## config.mk

```make
export PLATFORM = sky130hd
export DESIGN_NAME = bcd_to_bin_conv
export DESIGN_NICKNAME = d
export VERILOG_FILES = /design/src/rtl/bcd_bin_pkg.sv /design/src/rtl/bcd_digit_check.sv /design/src/rtl/bcd_weight_gate.sv /design/src/rtl/bcd_adder_tree.sv /design/src/rtl/bcd_to_bin_conv.sv
export SDC_FILE = /design/constraint.sdc
export NUM_CORES = 1
export LEC_CHECK = 0
export ABC_AREA = 0
export BUFFER_PORTS_ARGS = -buffer_cell sky130_fd_sc_hd__buf_2
export CORE_AREA = 10 10 47 49
export DETAILED_ROUTE_END_ITERATION = 8
export DIE_AREA = 0 0 57 59
export SYNTH_ARGS = -nofsm -noshare
export SYNTH_HDL_FRONTEND = slang
export SYNTH_SLANG_ARGS = --single-unit
export TNS_END_PERCENT = 30
```

## constraint.sdc

```tcl
create_clock -name vclk -period 2.85
set_input_delay 0.1425 -clock vclk [all_inputs]
set_output_delay 0.1425 -clock vclk [all_outputs]
set_load 0.1 [all_outputs]
```

## src/rtl/bcd_bin_pkg.sv

```systemverilog
package bcd_bin_pkg;

    localparam int DIGIT_W  = 4;
    localparam int N_DIGITS = 2;
    localparam int CODE_W   = DIGIT_W * N_DIGITS;
    localparam int BIN_W    = 7;
    localparam int ACC_W    = 8;
    localparam int MAX_DIG  = 9;

    typedef logic [DIGIT_W-1:0] digit_t;

    typedef struct packed {
        digit_t tens;
        digit_t units;
    } code_pair_t;

    // Decimal weight of packed-code bit idx: 10^(digit) * 2^(bit in digit)
    function automatic int bit_weight(input int idx);
        int scale;
        scale = 1;
        for (int d = 0; d < idx / DIGIT_W; d++) begin
            scale = scale * 10;
        end
        return scale * (1 << (idx % DIGIT_W));
    endfunction

endpackage

```

## src/rtl/bcd_digit_check.sv

```systemverilog
module bcd_digit_check
    import bcd_bin_pkg::*;
#(
    parameter int DW   = DIGIT_W,
    parameter int LIMIT = MAX_DIG
) (
    input  logic [DW-1:0] digit,
    output logic          over
);
    always_comb begin
        over = (int'(digit) > LIMIT);
    end
endmodule

```

## src/rtl/bcd_weight_gate.sv

```systemverilog
module bcd_weight_gate
    import bcd_bin_pkg::*;
#(
    parameter int NB = CODE_W,
    parameter int AW = ACC_W
) (
    input  logic [NB-1:0]         bits_in,
    output logic [NB-1:0][AW-1:0] terms
);
    for (genvar i = 0; i < NB; i++) begin : g_term
        localparam logic [AW-1:0] WEIGHT = AW'(bit_weight(i));
        assign terms[i] = bits_in[i] ? WEIGHT : '0;
    end
endmodule

```

## src/rtl/bcd_adder_tree.sv

```systemverilog
module bcd_adder_tree
    import bcd_bin_pkg::*;
#(
    parameter int N_TERMS = CODE_W,
    parameter int AW      = ACC_W
) (
    input  logic [N_TERMS-1:0][AW-1:0] terms,
    output logic [AW-1:0]              sum
);
    localparam int LEVELS = (N_TERMS <= 1) ? 0 : $clog2(N_TERMS);
    localparam int LEAVES = 1 << LEVELS;
    localparam int NODES  = 2 * LEAVES - 1;

    logic [AW-1:0] node [NODES];

    for (genvar k = 0; k < LEAVES; k++) begin : g_leaf
        if (k < N_TERMS) begin : g_used
            assign node[LEAVES-1+k] = terms[k];
        end else begin : g_pad
            assign node[LEAVES-1+k] = '0;
        end
    end

    for (genvar n = 0; n < LEAVES - 1; n++) begin : g_node
        assign node[n] = node[2*n+1] + node[2*n+2];
    end

    assign sum = node[0];
endmodule

```

## src/rtl/bcd_to_bin_conv.sv

```systemverilog
module bcd_to_bin_conv
    import bcd_bin_pkg::*;
#(
    parameter int OUT_W = BIN_W,
    parameter int SUM_W = ACC_W
) (
    input  logic              code_vld,
    input  logic [CODE_W-1:0] code_in,
    output logic [OUT_W-1:0]  bin_out,
    output logic              bad_code
);
    code_pair_t                    pair;
    logic [N_DIGITS-1:0]           dig_over;
    logic [CODE_W-1:0][SUM_W-1:0]  terms;
    logic [SUM_W-1:0]              acc;

    assign pair = code_pair_t'(code_in);

    for (genvar d = 0; d < N_DIGITS; d++) begin : g_dig
        bcd_digit_check #(.DW(DIGIT_W), .LIMIT(MAX_DIG)) u_chk (
            .digit (code_in[d*DIGIT_W +: DIGIT_W]),
            .over  (dig_over[d])
        );
    end

    bcd_weight_gate #(.NB(CODE_W), .AW(SUM_W)) u_gate (
        .bits_in (code_in),
        .terms   (terms)
    );

    bcd_adder_tree #(.N_TERMS(CODE_W), .AW(SUM_W)) u_tree (
        .terms (terms),
        .sum   (acc)
    );

    always_comb begin
        bin_out  = code_vld ? acc[OUT_W-1:0] : '0;
        bad_code = code_vld & (|dig_over);
    end

    always_comb begin
        // idle enable forces both outputs low
        if (!code_vld) begin
            a_r7_idle_zero: assert (bin_out == '0 && !bad_code);
        end
        // a legal code never needs more than seven bits
        if (code_vld && !bad_code) begin
            a_r8_no_carry: assert (acc <= SUM_W'(99));
        end
        // only the unit-weight bit is odd, so it fixes the result LSB
        if (code_vld) begin
            a_r1_lsb_parity: assert (bin_out[0] == code_in[0]);
        end
        // with tens digit zero the result is the units digit itself
        if (code_vld && pair.tens == '0) begin
            a_r2_tens_absent: assert (bin_out == OUT_W'(pair.units));
        end
        // flag only ever appears under a valid code
        if (bad_code) begin
            a_r5_flag_qualified: assert (code_vld);
        end
    end
endmodule

```

==> run summary, run 1 <==
The run gives 0.003363 mm2 as the die footprint. The core region is 0.001401 mm2. For the total placed instance area, the log shows 381.6 um2. The run gives 66 as the number of standard cells in the layout, taps in and fillers out. Registers take 0 um2. Together, buffers and inverters on the worst path number 4.

For this configuration, the core starts out at a cell density of 19.46%. Compared with the post-synthesis result, the final layout area differs by 39.91%. The slew at the pin with the worst max-slew slack works out to 0.4901 ns. Number of distinct library cells after synthesis: 13.

The run gives 66 as the count of placed standard cells including taps. The die is 57 um wide. The run gives 272.8 um2 as the synthesized cell area. In this run the power spent charging and discharging nets is 121.9 uW.

Summing the areas of all compound-gate instances in the mapped netlist gives 16.97% of the synthesized area. In this run the worst path has a maximum fanout of 2. The run gives 281 as the via count of the first global-routing pass.

For the via count, the log shows 276. For this run the aggregate overflow at the end of global routing stands at 0. The leakage power summed over all cells was 0.0002379 uW. Averaged over all synthesized cells, the footprint is 8.266 um2. The flow ran to the end, and the final reports show no timing, DRC or antenna violations. In this run the tightest slew margin relative to its limit is 67.55%. The number of rows in the core area is 14, and the cell-internal power is 36.46 uW. Global routing used 3.941% of the available tracks across all layers. The number of hold-repair buffers added at the cts stage was 0. For the half-perimeter wire length of the detailed placement result, the log shows 620.3 um. Traced cell by cell, the critical path runs through buf_2 > inv_1 > fa_1 > inv_1 > fa_1 > a21o_1 > a21oi_2 > mux2i_2 > buf_2. STA classifies the critical path endpoint as a primary output. With fillers left out, the area of the finished cells amounts to 381.6 um2. The tools report the count of inserted antenna diode cells as 0. After detailed routing, the total wire length is 663 um. Of the total power, the share spent switching nets is 76.97%. The run gives 0 as the final number of max-transition violations. Entering global routing, the biggest net connects 11 pins. Combinational logic is responsible for 100.0% of the overall power.

VDD sags by at most 0.00009348 V. The portion of synthesized area spent on multiplexers is 7.339%. The critical path arrival came out at 2.31 ns. Dividing the detail-routed wire length by the instance count gives 10.05 um. The run gives 0 as the number of synthesis warnings.

Layer carrying the most global-route usage: met2. The first global-routing pass estimated 1.145 mm of wire. After synthesis, the largest family of logic cells by area is adder cells. The library cells used most frequently in the layout, excluding fill and tap cells, are sky130_fd_sc_hd__buf_2, sky130_fd_sc_hd__ha_1, sky130_fd_sc_hd__inv_1, sky130_fd_sc_hd__and2_1. The power per cell area was 414.9 mW/mm2. The via-per-instance ratio works out to 4.182.

Global routing used 1.288% of the available met3 tracks. The logs give 0 for the number of DRC violations after detailed-routing iteration 0 and 0 for the count of final setup violators. The remaining antenna violation count is 0. The category of the most critical setup path is in -> out.

Clock buffers in the final layout number 0. Of the total power, the clock network draws 0%. The synthesized netlist devotes 18.81% of its cell area to simple gates. Xor and xnor area share after synthesis: 3.211%. The stage delay of the slowest cell on the critical path was 0.52 ns; the sequential cell count was 0. Among cell families on the critical path, the largest total delay comes from adder cells. The number of post-CTS setup repair buffers is 0, and the final net count is 70.

The design draws 158.3 uW. The met1 global-route usage was 3.584%. Per report_power, the sequential group accounts for 0% of the total. The leading cell type in the layout, fill and taps excluded is sky130_fd_sc_hd__buf_2. Gate count of the mapped netlist: 33. The element type at the critical path start was an input pin.

The adder and majority cell fraction of the synthesized area was 46.79%. The path class of the tightest hold or removal check is in -> out. The post-CTS resize count is 0. The share of post-route cells with drive strength above 1 is 38.00%, and the maximum achievable frequency is 407.2 MHz. Ratio of final minimum period to clock period: 86.16%.

The tools report the iteration count of the initial detailed-routing pass as 1. For the final routed database, the setup TNS stands at 0 ns. The logs give 17 for the boundary pin count and 0 for the remaining routing DRC violations.

In the global route stage, met2 resource usage came out at 8.527%. The tools report the final hold violation count as 0. The run gives 0.3795 ns as the worst slack after detailed placement. STA puts the critical path data required time at 2.71 ns.

The die outline height was 59 um; the register area share after synthesis was 0%. The shortest clock period the worst path allows after layout came out at 2.456 ns. The number of nets produced by synthesis is 51. Cell at the slowest stage of the critical path: sky130_fd_sc_hd__fa_1.

Input and output buffers added on the ports amount to 17. The logs give 0.7106 for the weighted congestion at the end of routability-driven global placement and 0 for the initial antenna violation count. The post-route worst setup slack was 0.3943 ns. Setup repair after global routing left no endpoint under its margin.

The run gives 0 as the total of max-cap violations.
## layout make-up
cell class / count / area [um2]
fill: 164 / 1020
inverter: 5 / 18.77
multi-input combinational: 28 / 257.7
timing repair buffer: 17 / 85.08
tap: 16 / 20.02
## cells by family after synthesis
family | Yosys count
AO/OA/AOI/OAI | 7
XOR/XNOR | 1
adder cells (fa/ha/maj) | 9
buffers and inverters | 5
multiplexers | 2
AND/OR/NAND/NOR | 9
## stage by stage
step	hold slack, ns	util, %
floorplan	0.6696	-
global placement	0.7960	27.23
detailed placement	0.7989	27.23
CTS	0.7993	27.23
global route	0.8026	27.23
finish	0.7961	27.23
## layer usage
layer / vias to the layer above / wire length, um
met5: - / 0
li1: 145 / -
met2: 9 / 356
met4: 0 / 0
met1: 122 / 244
met3: 0 / 62
## final timing paths
path	endpoint	cells past startpoint	slack (ns)	from
max	bin_out[6]	9	0.39	code_in[3]
min	bin_out[0]	3	0.80	code_in[0]
## synthesized netlist by cell type (all sizes together)
| cell | instances | area (um2) |
|---|---|---|
| a21o | 2 | 15.01 |
| mux2i | 2 | 20.02 |
| nand2 | 2 | 7.510 |
| fa | 2 | 40.04 |
| o21ai | 2 | 10.01 |
| inv | 5 | 18.77 |
| nand2b | 2 | 12.51 |
| and2 | 5 | 31.28 |
| a21boi | 1 | 7.510 |
| ha | 7 | 87.58 |
| xor2 | 1 | 8.760 |
| a21oi | 2 | 13.76 |
## tightest hold or removal path, cell delays in order
cell,delay [ns]
sky130_fd_sc_hd__buf_2,0.09
sky130_fd_sc_hd__and2_1,0.13
sky130_fd_sc_hd__buf_2,0.28
## power by group through the flow
stage,clock (uW),combinational [uW],sequential (uW)
after global placement,0,160,0
after CTS,0,161,0
after global routing,0,170,0
after floorplan,0,133,0
after detailed placement,0,161,0
final,0,158,0
Power figures use the tool's default switching activity.
==> run 2: changes to the inputs <==
Settings changed: CAP_MARGIN from default to 25, CORE_AREA 10 10 47 49 to default, CORE_MARGIN from default to 10, CORE_UTILIZATION from default to 30, DIE_AREA 0 0 57 59 to default, SYNTH_HIERARCHICAL from default to 1.
==> run 2 against run 1 <==
Against the previous run:
- synthesized cell count grew to 5.7 times the previous value
- first-iteration DRC count increased by 9
- count of clock-buffer cells in the layout did not move
- critical path depth grew 3
- synthesized area grew to 6.1 times the previous value
- the run now ends with negative setup slack left
- highest routed layer unchanged
- core utilization up 5.3 points
- largest cell class unchanged
- die area rose to 2.7 times the previous value
- maximum frequency shrank 24%
==> run summary, run 2 <==
The flow ran to the end, but the final reports show violations. The die outline height works out to 94.54 um (+60%). The ratio of final minimum period to clock period was 113.6% (+27 points); the final hold violation count was 0 (unchanged). In this run the worst hold path is classified as in -> out.

The boundary pin count was 17 (unchanged); the final net count was 255 (+260%). The effective utilization at floorplan is 30.64% (+11 points). The critical path in this run is classified as in -> out. The run gives 1024 (+260%) as the via count of the first global-routing pass. The tools report the critical path arrival as 3.09 ns (+0.78 ns). The worst hold path begins at code_vld. The iteration count of the initial detailed-routing pass came out at 2 (+1). The final number of max-transition violations is 0 (unchanged). The run gives 187 (+470%) as the gate count of the mapped netlist. The logs give 577 (+250%) for the filler cell count in the final layout and 0.001667 mm2 (+510%) for the synthesized cell area. The number of input and output port buffers inserted works out to 17 (unchanged). The logs give 269 (+310%) for the count of placed standard cells including taps and 0 (unchanged) for the number of clock buffers in the layout. Worst hold path depth: 3 (unchanged). The core outline area is 0.005439 mm2 (+290%), and the signed area change from the synthesized netlist to the final layout is 6.306%. The final design area excluding fillers came out at 0.001772 mm2 (+360%). Weighted congestion at the end of routability-driven global placement: 0.6840 (-3.7%). The global-route usage over all layers is 5.259% (+1.3 points), and the maximum achievable frequency is 308.9 MHz (-24%).

The run gives 0 (unchanged) as the initial antenna violation count. The aggregate global routing overflow is 0 (unchanged), and the number of post-CTS setup repair buffers is 0 (unchanged). The number of rows in the core area is 27 (+13).

The logs give 6 (+6) for the number of synthesis warnings and 1.986 mm (+220%) for the half-perimeter wire length of the detailed placement result. The maximum number of pins on one net before global-route repair came out at 9 (-2). The horizontal die dimension was 94.54 um (+66%). Count of inserted antenna diode cells: 0 (unchanged). The top cell types in the final layout, fill and taps aside, are sky130_fd_sc_hd__inv_1, sky130_fd_sc_hd__conb_1, sky130_fd_sc_hd__fa_1, sky130_fd_sc_hd__buf_2, sky130_fd_sc_hd__ha_1.

Setup repair after global routing could not meet its margin everywhere. The share of post-route cells with drive strength above 1 is 19.29% (-19 points). The total of max-cap violations is 0 (unchanged). The post-route worst setup slack was -0.3870 ns (-0.7814 ns).

Number of DRC violations after detailed-routing iteration 0: 9 (+9). Via-per-instance ratio: 3.190 (-24%). The tools report the sequential cell count as 0 (unchanged). The final reports fail on negative setup slack. For the critical path required time, the log shows 2.71 ns (about the same). First-pass GRT wire length: 4.029 mm (+250%).

The die footprint is 0.008937 mm2 (+170%). The category of the worst setup path capture point is a primary output. The remaining routing DRC violations is 0 (unchanged), and the mean instance size in the synthesized netlist is 8.912 um2 (+7.8%). The aggregate negative setup slack was -1.255 ns (-1.255 ns). The worst slack after detailed placement is -0.6168 ns (-0.9963 ns), and the shortest clock period the worst path allows after layout is 3.237 ns (+0.7814 ns).

The run gives 0 (unchanged) as the remaining antenna violation count. The flip-flop and latch area came out at 0 um2 (unchanged). The total detailed-routing wirelength came out at 1.997 mm (+200%). Leading cell type in the layout, fill and taps excluded: sky130_fd_sc_hd__inv_1. The count of final setup violators came out at 4 (+4). The path with the worst hold slack has its endpoint at bin_out[4].

For the total placed instance area, the log shows 0.001723 mm2 (+350%). The tools report the element type at the critical path start as an input pin. The tools report the via count as 858 (+210%).

The routed length per instance was 7.424 um (-26%). The number of standard cells in the layout, taps in and fillers out was 269 (+310%). The maximum fanout count along the critical path is 2 (unchanged).
==> run 2: cell types whose count changed in the layout (fill, tap and decap cells not counted), moves of 3 or more <==
cell | previous run | this run
sky130_fd_sc_hd__and2_1 | 5 | 2
sky130_fd_sc_hd__o21a_1 | 0 | 3
sky130_fd_sc_hd__conb_1 | 0 | 44
sky130_fd_sc_hd__buf_4 | 0 | 6
sky130_fd_sc_hd__buf_2 | 17 | 10
sky130_fd_sc_hd__inv_1 | 5 | 60
sky130_fd_sc_hd__buf_12 | 0 | 6
sky130_fd_sc_hd__fa_1 | 2 | 38
sky130_fd_sc_hd__inv_2 | 0 | 4
sky130_fd_sc_hd__and2_4 | 0 | 4
==> run 2: final cells by class <==
type / instances / area [um2] / area share [%]
timing repair buffer: 23 / 230.2 / 12.99
inverter: 65 / 246.5 / 13.91
tap: 72 / 90.09 / 5.085
multi-input combinational: 109 / 1205 / 68.01
==> run 2: worst max path at each step <==
stage / from / end / slack (ns) / depth (start not counted)
floorplan: code_in[4] / bin_out[6] / -0.36 / 15
global placement: code_in[4] / bin_out[3] / -0.63 / 12
detailed placement: code_in[4] / bin_out[3] / -0.62 / 12
CTS: code_in[4] / bin_out[3] / -0.42 / 12
global route: code_in[4] / bin_out[6] / -0.51 / 16
finish: code_in[4] / bin_out[3] / -0.39 / 12
==> run 2: routing by layer <==
layer | vias to the layer above | GRT usage (%) | wire length [um]
met5 | - | 0 | 0
met4 | 0 | 0 | 0
met3 | 0 | 0.6344 | 111
met2 | 10 | 11.16 | 1178
met1 | 426 | 5.582 | 707
li1 | 422 | - | -
==> run 2: critical path: stages <==
cell	delay, ns
sky130_fd_sc_hd__buf_8	0.08
sky130_fd_sc_hd__inv_4	0.03
sky130_fd_sc_hd__fa_2	0.55
sky130_fd_sc_hd__inv_2	0.03
sky130_fd_sc_hd__fa_1	0.45
sky130_fd_sc_hd__fa_1	0.49
sky130_fd_sc_hd__inv_1	0.05
sky130_fd_sc_hd__fa_1	0.48
sky130_fd_sc_hd__inv_2	0.05
sky130_fd_sc_hd__fa_1	0.44
sky130_fd_sc_hd__and2_4	0.15
sky130_fd_sc_hd__buf_12	0.16
==> run 2: per-stage QoR <==
stage | utilization [%] | hold slack, ns
after floorplan | - | 0.5021
after global placement | 31.68 | 0.7634
after detailed placement | 31.68 | 0.7595
after CTS | 32.32 | 0.7598
after global routing | 32.57 | 0.7702
final | 32.57 | 0.7534
==> run 2: what timing repair did <==
| action | in CTS | in global routing |
|---|---|---|
| hold buffers | 0 | 0 |
| endpoints found under the setup margin | 5 | 5 |
| gates resized for setup | 9 | 4 |
| pin swaps | 9 | 2 |
Power of run 2 is left out: the tool's default activity adds up to more than one toggle a clock period on the data nets, which glitch-free logic cannot reach.
==> run 3: changes to the inputs <==
Settings changed: PLACE_DENSITY from default to 0.54.
==> run 3 against run 2 <==
Against the previous run:
- largest cell class unchanged
- non-clock buffer count fell by 1
- routed wire length is 4.5% lower
- the run still ends with negative setup slack left
- flip-flop and latch count unchanged
- first-iteration DRC count unchanged
- via count down 1.6%
- cell count down 0.37%
- maximum frequency decreased by 1.1%
- worst hold slack worse by 0.010 ns
- critical path depth is the same
==> run summary, run 3 (synthesis results as in run 2) <==
The via count of the first global-routing pass is 968 (-5.5%), and the via count is 844 (-1.6%). The horizontal die dimension works out to 94.54 um (unchanged). The worst setup path is launched from an input pin.

The tools report the category of the worst setup path capture point as a primary output. The logs give 3.13 ns (+0.04 ns) for the critical path arrival and 9 (unchanged) for the number of DRC violations after detailed-routing iteration 0. The effective utilization at floorplan was 30.64% (unchanged); the routed length per instance was 7.116 um (-4.2%). The wire length on met3 is 123 um (+11%). The final reports fail on negative setup slack. The tools report the remaining antenna violation count as 0 (unchanged). Combined buffer and inverter count along the critical path: 6 (unchanged). In this run the worst hold path is classified as in -> out. By instance count, the cell type seen most on the critical path is sky130_fd_sc_hd__fa_1.

The run gives 305.6 MHz (-1.1%) as the maximum achievable frequency. The worst setup path is of the in -> out kind. The sequential cell count came out at 0 (unchanged).

The total length of routed met2 wires was 1.041 mm (-12%). The flow ran to the end, but the final reports show violations. The top cell types in the final layout, fill and taps aside, are sky130_fd_sc_hd__inv_1, sky130_fd_sc_hd__conb_1, sky130_fd_sc_hd__fa_1, sky130_fd_sc_hd__buf_2, sky130_fd_sc_hd__ha_1. The logs give 3.960 mm (-1.7%) for the first-pass GRT wire length and 0 (unchanged) for the number of post-CTS setup repair buffers.

The die outline height was 94.54 um (unchanged). The worst slack after detailed placement is -0.6389 ns (-0.02211 ns). On the critical path, the stage with the largest delay is an instance of sky130_fd_sc_hd__fa_2. The core outline area was 0.005439 mm2 (unchanged); the shortest clock period the worst path allows after layout was 3.272 ns (+0.03479 ns).

Maximum number of pins on one net before global-route repair: 9 (unchanged). The post-route worst setup slack came out at -0.4218 ns (-0.03479 ns). The maximum fanout count along the critical path came out at 2 (unchanged). Signal routing reaches up to met3. The logs give 0.7430 ns (-0.01038 ns) for the smallest hold slack and 254 (-0.39%) for the final net count. The iteration count of the initial detailed-routing pass came out at 2 (unchanged). The remaining routing DRC violations came out at 0 (unchanged). Share of post-route cells with drive strength above 1: 18.88% (-0.41 points). The count of inserted antenna diode cells is 0 (unchanged), and the final hold violation count is 0 (unchanged). Setup repair after global routing could not meet its margin everywhere. On the critical path the largest part of the delay comes from adder cells. The count of final setup violators is 4 (unchanged), and the boundary pin count is 17 (unchanged). The logs give 0.008937 mm2 (unchanged) for the die footprint and 0 um2 (unchanged) for the flip-flop and latch area. The number of input and output port buffers inserted was 17 (unchanged). For the total detailed-routing wirelength, the log shows 1.907 mm (-4.5%). Aggregate global routing overflow: 0 (unchanged).

The critical path goes through buf_6 > inv_2 > fa_2 > inv_2 > fa_1 > fa_1 > inv_1 > fa_1 > inv_2 > fa_1 > and2_4 > buf_12. The half-perimeter wire length of the detailed placement result is 1.894 mm (-4.6%). The global-route usage over all layers came out at 5.091% (-0.17 points). The via-per-instance ratio works out to 3.149 (-1.3%). The ratio of final minimum period to clock period works out to 114.8% (+1.2 points). The tools report the total of max-cap violations as 0 (unchanged). The tools report the critical path required time as 2.71 ns (about the same). The final number of max-transition violations was 0 (unchanged); the weighted congestion at the end of routability-driven global placement was 0.6993 (+2.2%).

The final cell utilization of the core came out at 32.30% (-0.28 points). Signed area change from the synthesized netlist to the final layout: 5.405%. For the number of clock buffers in the layout, the log shows 0 (unchanged).

The run gives 0 (unchanged) as the initial antenna violation count. The leading cell type in the layout, fill and taps excluded is sky130_fd_sc_hd__inv_1. The stage delay of the slowest cell on the critical path is 0.53 ns (-0.02 ns).

The met1 wire length is 742 um (+5.0%), and the number of rows in the core area is 27 (unchanged).
run 3: per-layer routing:
metal | GRT usage [%] | vias to the layer above
met3 | 1.031 | 0
met5 | 0 | -
li1 | - | 422
met4 | 0 | 0
met2 | 9.611 | 8
met1 | 6.130 | 414
run 3: metrics by stage:
stage | setup TNS (ns) | cells | area, um2
after floorplan | -1.351 | 230 | 1848
after global placement | -1.941 | 268 | 1715
after detailed placement | -1.940 | 268 | 1715
after CTS | -1.464 | 268 | 1747
after global routing | -1.863 | 268 | 1757
final | -1.251 | 268 | 1757
run 3: layout make-up:
| cell class | instances | area [um2] |
|---|---|---|
| Fill cell | 597 | 3682 |
| Multi-Input combinational cell | 109 | 1197 |
| Inverter | 65 | 244.0 |
| Timing Repair Buffer | 22 | 225.2 |
| Tap cell | 72 | 90.09 |
run 3: what timing repair did:
item	4_1_cts	5_1_grt
hold buffers	0	0
gates cloned	0	0
pin swaps	6	1
resized for setup	10	2
endpoints found under the setup margin	5	5
run 3: worst paths after layout:
| path | start | endpoint | cells past startpoint |
|---|---|---|---|
| max | code_in[4] | bin_out[3] | 12 |
| min | code_vld | bin_out[4] | 3 |
Power of run 3 is left out for the same reason.
